$ cat config.mk
export PLATFORM = sky130hd
export DESIGN_NAME = reset_cause_ctrl
export DESIGN_NICKNAME = d
export VERILOG_FILES = /design/src/rtl/rstc_pkg.sv /design/src/rtl/rstc_sync.sv /design/src/rtl/rstc_cause.sv /design/src/rtl/rstc_stretch.sv /design/src/rtl/rstc_regs.sv /design/src/rtl/reset_cause_ctrl.sv
export SDC_FILE = /design/constraint.sdc
export NUM_CORES = 1
export LEC_CHECK = 0
export BUFFER_PORTS_ARGS = -buffer_cell sky130_fd_sc_hd__buf_2
export CAP_MARGIN = 20
export CORE_MARGIN = 3
export CORE_UTILIZATION = 54
export DETAILED_ROUTE_END_ITERATION = 16
export GPL_ROUTABILITY_DRIVEN = 0
export GPL_TIMING_DRIVEN = 0
export PLACE_DENSITY = 0.79
export SLEW_MARGIN = 20
export SYNTH_ARGS = -nofsm -noshare
export SYNTH_HDL_FRONTEND = slang
export SYNTH_SLANG_ARGS = --single-unit
$ cat constraint.sdc
create_clock -name clk -period 3.2 [get_ports clk]
set_clock_uncertainty 0.2 [all_clocks]
set_input_delay 0.32 -clock clk [delete_from_list [all_inputs] [get_ports clk]]
set_output_delay 0.32 -clock clk [all_outputs]
set_load 0.01 [all_outputs]
$ cat src/rtl/rstc_pkg.sv
package rstc_pkg;
  localparam int NUM_CAUSE = 7;
  localparam int CB_POR  = 0;
  localparam int CB_EXT  = 1;
  localparam int CB_WDOG = 2;
  localparam int CB_LOL  = 3;
  localparam int CB_LOC  = 4;
  localparam int CB_SW   = 5;
  localparam int CB_LVD  = 6;

  typedef logic [NUM_CAUSE-1:0] cause_t;
  localparam cause_t CAUSE_POR_ONLY = cause_t'(1) << CB_POR;

  localparam logic REG_CTRL  = 1'b0;
  localparam logic REG_CAUSE = 1'b1;
  localparam int CTRL_SW_BIT  = 0;
  localparam int CTRL_LVD_BIT = 1;
endpackage

$ cat src/rtl/rstc_sync.sv
// Multi-stage synchronizer; reset value chosen by parameter
module rstc_sync #(
  parameter int   WIDTH   = 1,
  parameter int   STAGES  = 2,
  parameter logic RST_VAL = 1'b0
) (
  input  logic             clk,
  input  logic             arst,
  input  logic [WIDTH-1:0] d,
  output logic [WIDTH-1:0] q
);
  logic [STAGES-1:0][WIDTH-1:0] chain_q;

  always_ff @(posedge clk or posedge arst) begin
    if (arst) chain_q <= {(STAGES*WIDTH){RST_VAL}};
    else      chain_q <= {chain_q[STAGES-2:0], d};
  end

  assign q = chain_q[STAGES-1];
endmodule

$ cat src/rtl/rstc_cause.sv
// Cause record: replace on a fresh episode, accumulate during one, POR wins
module rstc_cause
  import rstc_pkg::*;
(
  input  logic   clk,
  input  logic   por_arst,
  input  cause_t req,
  output cause_t cause
);
  logic any_req;
  logic prev_any_q;

  assign any_req = |req;

  always_ff @(posedge clk or posedge por_arst) begin
    if (por_arst) begin
      cause      <= CAUSE_POR_ONLY;
      prev_any_q <= 1'b1;
    end else begin
      prev_any_q <= any_req;
      if (req[CB_POR])               cause <= CAUSE_POR_ONLY;
      else if (any_req && !prev_any_q) cause <= req;
      else if (any_req)              cause <= cause | req;
    end
  end
endmodule

$ cat src/rtl/rstc_stretch.sv
// Hold counter: reloaded while any request is present, output registered
module rstc_stretch #(
  parameter int HOLD_CYCLES = 16
) (
  input  logic clk,
  input  logic por_arst,
  input  logic any_req,
  output logic sys_rst
);
  localparam int CNT_W = $clog2(HOLD_CYCLES + 1);
  localparam logic [CNT_W-1:0] HOLD_LD = CNT_W'(HOLD_CYCLES);

  logic [CNT_W-1:0] cnt_q;

  always_ff @(posedge clk or posedge por_arst) begin
    if (por_arst) begin
      cnt_q   <= HOLD_LD;
      sys_rst <= 1'b1;
    end else begin
      if (any_req)            cnt_q <= HOLD_LD;
      else if (cnt_q != '0)   cnt_q <= cnt_q - 1'b1;
      sys_rst <= any_req || (cnt_q != '0);
    end
  end
endmodule

$ cat src/rtl/rstc_regs.sv
// Control register (software request, low-voltage enable) and read mux
module rstc_regs
  import rstc_pkg::*;
#(
  parameter int DATA_W = 8
) (
  input  logic              clk,
  input  logic              por_arst,
  input  logic              reg_wr,
  input  logic              reg_addr,
  input  logic [DATA_W-1:0] reg_wdata,
  input  logic              sys_rst,
  input  cause_t            cause,
  output logic [DATA_W-1:0] reg_rdata,
  output logic              sw_pend,
  output logic              lvd_en
);
  logic ctrl_wr;
  logic unused_wdata;

  assign ctrl_wr      = reg_wr && (reg_addr == REG_CTRL);
  assign unused_wdata = ^reg_wdata[DATA_W-1:2];

  always_ff @(posedge clk or posedge por_arst) begin
    if (por_arst) begin
      sw_pend <= 1'b0;
      lvd_en  <= 1'b0;
    end else begin
      if (ctrl_wr) lvd_en <= reg_wdata[CTRL_LVD_BIT];
      if (ctrl_wr && reg_wdata[CTRL_SW_BIT]) sw_pend <= 1'b1;
      else if (sys_rst)                      sw_pend <= 1'b0;
    end
  end

  always_comb begin
    reg_rdata = '0;
    if (reg_addr == REG_CTRL) begin
      reg_rdata[CTRL_SW_BIT]  = sw_pend;
      reg_rdata[CTRL_LVD_BIT] = lvd_en;
    end else begin
      reg_rdata[NUM_CAUSE-1:0] = cause;
    end
  end
endmodule

$ cat src/rtl/reset_cause_ctrl.sv
module reset_cause_ctrl
  import rstc_pkg::*;
#(
  parameter int HOLD_CYCLES = 16,
  parameter int SYNC_STAGES = 2,
  parameter int DATA_W      = 8
) (
  input  logic              clk,
  input  logic              por_req,
  input  logic              ext_req,
  input  logic              wdog_req,
  input  logic              lol_req,
  input  logic              loc_req,
  input  logic              lvd_flag,
  input  logic              reg_wr,
  input  logic              reg_addr,
  input  logic [DATA_W-1:0] reg_wdata,
  output logic [DATA_W-1:0] reg_rdata,
  output logic              sys_rst
);
  localparam int ASYNC_W = 5;

  logic               por_q;
  logic [ASYNC_W-1:0] async_raw;
  logic [ASYNC_W-1:0] async_s;
  logic               sw_pend;
  logic               lvd_en;
  cause_t             req_vec;
  cause_t             cause_q;

  // Power-on: asserted asynchronously, released through the synchronizer
  rstc_sync #(.WIDTH(1), .STAGES(SYNC_STAGES), .RST_VAL(1'b1)) u_por_sync (
    .clk (clk),
    .arst(por_req),
    .d   (1'b0),
    .q   (por_q)
  );

  assign async_raw = {lvd_flag, loc_req, lol_req, wdog_req, ext_req};

  rstc_sync #(.WIDTH(ASYNC_W), .STAGES(SYNC_STAGES), .RST_VAL(1'b0)) u_src_sync (
    .clk (clk),
    .arst(por_req),
    .d   (async_raw),
    .q   (async_s)
  );

  always_comb begin
    req_vec          = '0;
    req_vec[CB_POR]  = por_q;
    req_vec[CB_EXT]  = async_s[0];
    req_vec[CB_WDOG] = async_s[1];
    req_vec[CB_LOL]  = async_s[2];
    req_vec[CB_LOC]  = async_s[3];
    req_vec[CB_SW]   = sw_pend;
    req_vec[CB_LVD]  = async_s[4] & lvd_en;
  end

  rstc_cause u_cause (
    .clk     (clk),
    .por_arst(por_req),
    .req     (req_vec),
    .cause   (cause_q)
  );

  rstc_stretch #(.HOLD_CYCLES(HOLD_CYCLES)) u_stretch (
    .clk     (clk),
    .por_arst(por_req),
    .any_req (|req_vec),
    .sys_rst (sys_rst)
  );

  rstc_regs #(.DATA_W(DATA_W)) u_regs (
    .clk      (clk),
    .por_arst (por_req),
    .reg_wr   (reg_wr),
    .reg_addr (reg_addr),
    .reg_wdata(reg_wdata),
    .sys_rst  (sys_rst),
    .cause    (cause_q),
    .reg_rdata(reg_rdata),
    .sw_pend  (sw_pend),
    .lvd_en   (lvd_en)
  );
endmodule

Word-level counts from Yosys, hierarchy flattened
Index checks and enable logic that the tools add are counted.
{ "classes": {"n_addsub": 1, "mul": 0, "n_div": 0, "n_lt_le_gt_ge": 0, "n_eq_ne": 0, "shifts": 0, "mux": 9, "bitwise": 3, "reduce_logical": 10} }
{ "op_table": {"columns": ["op", "n"], "rows": [
  ["$mux 7", 3],
  ["$mux 5", 3],
  ["$or 7x7->7", 1],
  ["$reduce_or 7->1", 1],
  ["$reduce_bool 5->1", 1],
  ["$sub 5x1->5 const B", 1],
  ["$reduce_bool 2->1", 2],
  ["$logic_and 1x1->1", 3],
  ["$reduce_bool 3->1", 1],
  ["$mux 1", 2],
  ["$mux 2", 1],
  ["$and 1x1->1", 1],
  ["$logic_not 1->1", 1],
  ["$logic_or 1x1->1", 1],
  ["$not 1->1", 1]
]} }
{ "word_totals": {"regBits": 28, "latchBits": 0, "ram_bits": 0, "rom_bits": 0, "inputBits": 17, "output_inout_bits": 9, "wordCells": 33, "n_memories": 0} }

Logic depth before layout (Yosys ltp)
{ "logic_depth": {"ltp_word": 5, "depth_mapped": 6, "depth_no_buf": 5} }

By module
Synthesis repeated with hierarchy kept, for this count alone.
{ "hier_totals": {"cells_unflattened": 106, "hier_area_um2": 1266.2} }
{ "modules_own_cells": {"columns": ["module", "instances", "cells_per_inst", "area_per_inst_um2", "seq_area_each_um2"], "rows": [
  ["rstc_cause", 1, 39, 441.7, 202.7],
  ["rstc_sync at u_src_sync", 1, 16, 291.5, 250.2],
  ["rstc_stretch", 1, 28, 289.0, 152.6],
  ["rstc_regs", 1, 16, 162.7, 50.0],
  ["rstc_sync at u_por_sync", 1, 3, 56.3, 52.6],
  ["reset_cause_ctrl", 1, 4, 25.0, 0.0]
]} }

Worst setup path after synthesis
Ideal clock, no wire load.
{ "synth_timing": {"path_kind": "flip-flop to flip-flop", "startpoint": "register u_stretch.cnt_q[0]", "endpoint": "register u_stretch.cnt_q[0]", "setup_time_ns": 0.129, "arrival_time_ns": 1.368, "t_required_ns": 2.871, "path_slack_ns": 1.504, "path_stages_with_launch": 7, "n_path_buf": 1, "synth_period_minus_slack_ns": 1.696, "path_cell_list": "dfrtp_1 -> inv_1 -> ha_1 -> or4b_1 -> buf_2 -> xnor2_1 -> nor2_1"} }
{ "synth_via": {"elab_chain_cells": 3, "elab_cells_between_ends": 5, "cone_classes": "add/sub: 1; mux: 2; reduce/logical: 2"} }
{ "synth_rtl": {"columns": ["item", "line_no", "rtl"], "rows": [
  ["start: declaration", "rstc_stretch.sv:13", "logic [CNT_W-1:0] cnt_q;"],
  ["start signal: assignment", "rstc_stretch.sv:21", "else if (cnt_q != '0) cnt_q <= cnt_q - 1'b1;"],
  ["$sub 5x1->5", "rstc_stretch.sv:21", null],
  ["$mux 5", "rstc_stretch.sv:21", null],
  ["$mux 5", "rstc_stretch.sv:20", "if (any_req) cnt_q <= HOLD_LD;"]
]} }
Several ways; a longest one is shown, not always the timed one. The select of a mux whose other input is x is not followed.
A chain may end at the register's enable or synchronous reset.

Worst setup path in the final report
Same ends and word-level chain as after synthesis.

==> qor.yml <==
run_status: "complete, no violations"
required_ns: 3.21
grtUsageTotal_pct: 15.6
endpoint_kind: "flip-flop"
ios: 26
cts_made_buffers: 3
root_buffer: "clkbuf_4"
maxCapViolCount: 0
rsz0062_at_grt: "false"
dp_hpwl_mm: 1.23
area_delta_synth_final_pct: 23.5
yosysTopAreaCellShare_pct: 51.9
synth-edff-count: 0
grt_max_degree: 29
cts_setup_buffers: 0
path_class: "flip-flop to flip-flop"
synth_most_common_cell: "dfrtp_1"
r2r_start: "u_stretch.cnt_q[0]"
cts.sinks: 28
die_w_um: 50.3
ff2ff_setup_slack_ns: 1.34
diodes: 0
setup_viol: 0
grt_pass1_wl_mm: 3.00
hold_path.class: "primary input to flip-flop"
start_kind: "flip-flop"
clk_latency_ns: 0.31
crit_start: "u_stretch.cnt_q[0]"
grt_pass1_vias: 726
route.detailed.drc: 0
final_core_util_pct: 73.4
drt_wl_total_mm: 1.78
ctsLongestPathBuffers: 2
synth_commonest_cells: "dfrtp_1, inv_1, dfstp_2, nor2_1, and2_1"
viasPerCell: 4.84
fin_crit_sh_pct: 58.1
critPathCapture: "u_stretch.cnt_q[0]"
avgSynthCellArea_um2: 12.3
ys_seq_elements: 28
arrival_ns: 1.87
timing.fmax_mhz: 538
power_density_nw_per_um2: 468
ir_drop_v: 0.000400
fp-row-count: 15
first_pass_iters: 4
finalMaxSlewViolations: 0
r2r-end: "u_stretch.cnt_q[0]"
globalRoute.totalOverflow: 0
layout-drive-gt1-share_pct: 30.2
synth.top_cells.by_area: "dfrtp_1, dfstp_2, inv_1"
yosysWarningCount: 0
die_h_um: 50.3
cts_tree: "yes"
design_area_um2: 1310
synthDistinctLibCells: 28
dieArea_um2: 2530
initial_core_util_pct: 59.4
core_um2: 1780
cp_max_fo: 5
antenna_found_initial: 0
netlist_area_um2: 1060
vias: 683
synth_cells: 86
holdWs_ns: 0.0292
clkTransAtPathRegs_ns: 0.14
placedCellCount: 130
h-tree-depth: 1
reg2reg_depth: 6
hold_violations: 0
synth-main-ff-cell: "dfrtp_1"
stdcell_count: 141
fin_nets: 135
ant_nets: 0
place_area_um2: 1180
first_iter_violations: 12
synth-seq-area-share_pct: 66.8
io_buffers: 18
wl_per_cell_um: 12.6
period_needed_ns: 1.86
yosysTopAreaCell: "dfrtp_1"
power_leakage_nw: 0.625
hold_depth: 2
async_flop_share_pct: 100
fin_tns_setup_ns: 0
-- through the flow --
step	total power, W	worst slack (ns)
floorplan	0.000422	1.50
global placement	0.000440	1.44
detailed placement	0.000444	1.39
CTS	0.000608	1.35
global route	0.000637	1.20
finish	0.000612	1.34
-- cell type report --
class,instances,area (um2)
Fill cell,126,474
Sequential cell,28,708
Tap cell,25,31.3
Timing Repair Buffer,25,178
Clock buffer,4,36.3
Multi-Input combinational cell,46,302
Buffer,2,12.5
Inverter,11,41.3
-- report_power, final --
| part | total, W | switching [W] | leakage (nW) | internal, W |
|---|---|---|---|---|
| logic | 0.0000622 | 0.0000306 | 0.268 | 0.0000316 |
| registers | 0.000385 | 0.0000106 | 0.336 | 0.000374 |
| clock network | 0.000166 | 0.0000962 | 0.0210 | 0.0000694 |
| total | 0.000612 | 0.000137 | 0.625 | 0.000475 |
-- how the worst min path moves through the flow --
stage / slack, ns / endpoint / from
after CTS: 0.03 / u_regs.lvd_en / reg_wdata[1]
after floorplan: 0.13 / u_src_sync.q[0] / u_src_sync.chain_q[0]
after global routing: 0.02 / u_regs.lvd_en / reg_wdata[1]
after detailed placement: 0.13 / u_src_sync.q[4] / u_src_sync.chain_q[4]
after global placement: 0.13 / u_src_sync.q[1] / u_src_sync.chain_q[1]
final: 0.03 / u_regs.lvd_en / reg_wdata[1]
-- sequential cells by signal, indices dropped and copies added, names as in the netlist --
| register | count |
|---|---|
| u_stretch.sys_rst | 1 |
| u_src_sync.q | 5 |
| u_por_sync.q | 1 |
| u_por_sync.chain_q | 1 |
| u_cause.prev_any_q | 1 |
| u_cause.cause | 7 |
| u_stretch.cnt_q | 5 |
| u_regs.lvd_en | 1 |
| u_regs.sw_pend | 1 |
| u_src_sync.chain_q | 5 |
-- worst max-delay path: stages, from the launching register on --
cell	delay, ns
dfrtp_1	0.43
inv_1	0.07
ha_1	0.24
or4b_1	0.44
buf_2	0.17
xnor2_1	0.14
nor2_1	0.06
-- cell families after synthesis --
group,Yosys count,share of synthesized area (%)
flip-flops,28,66.8
AO/OA/AOI/OAI,14,9.56
other,1,0.354
multiplexers,2,2.12
adder cells (fa/ha/maj),1,1.18
AND/OR/NAND/NOR,26,14.0
XOR/XNOR,1,0.827
buffers and inverters,13,5.08
-- timing repair --
action                     CTS  global route
hold buffers                 5             1
hold endpoints to repair     5             6
resized for setup            0             0
setup endpoints to repair    0             0
-- cells in the final DEF (no fill, tap or decap), types with 3 or more instances in the layout --
cell type,count
a21oi_1,3
and2_1,5
buf_2,19
clkbuf_4,3
dfrtp_1,22
dfstp_2,6
dlygate4sd3_1,6
inv_1,11
nand2_1,4
nor2_1,6
o2bb2ai_1,4
-- layer usage --
layer,up-vias,share of wire [%],global-route usage (%)
li1,338,-,-
met1,319,46,19.0
met2,24,49,28.9
met3,2,4.7,1.78
met4,0,0.73,4.48
met5,-,0,0
Note: power is estimated with default switching activity, not from simulation.
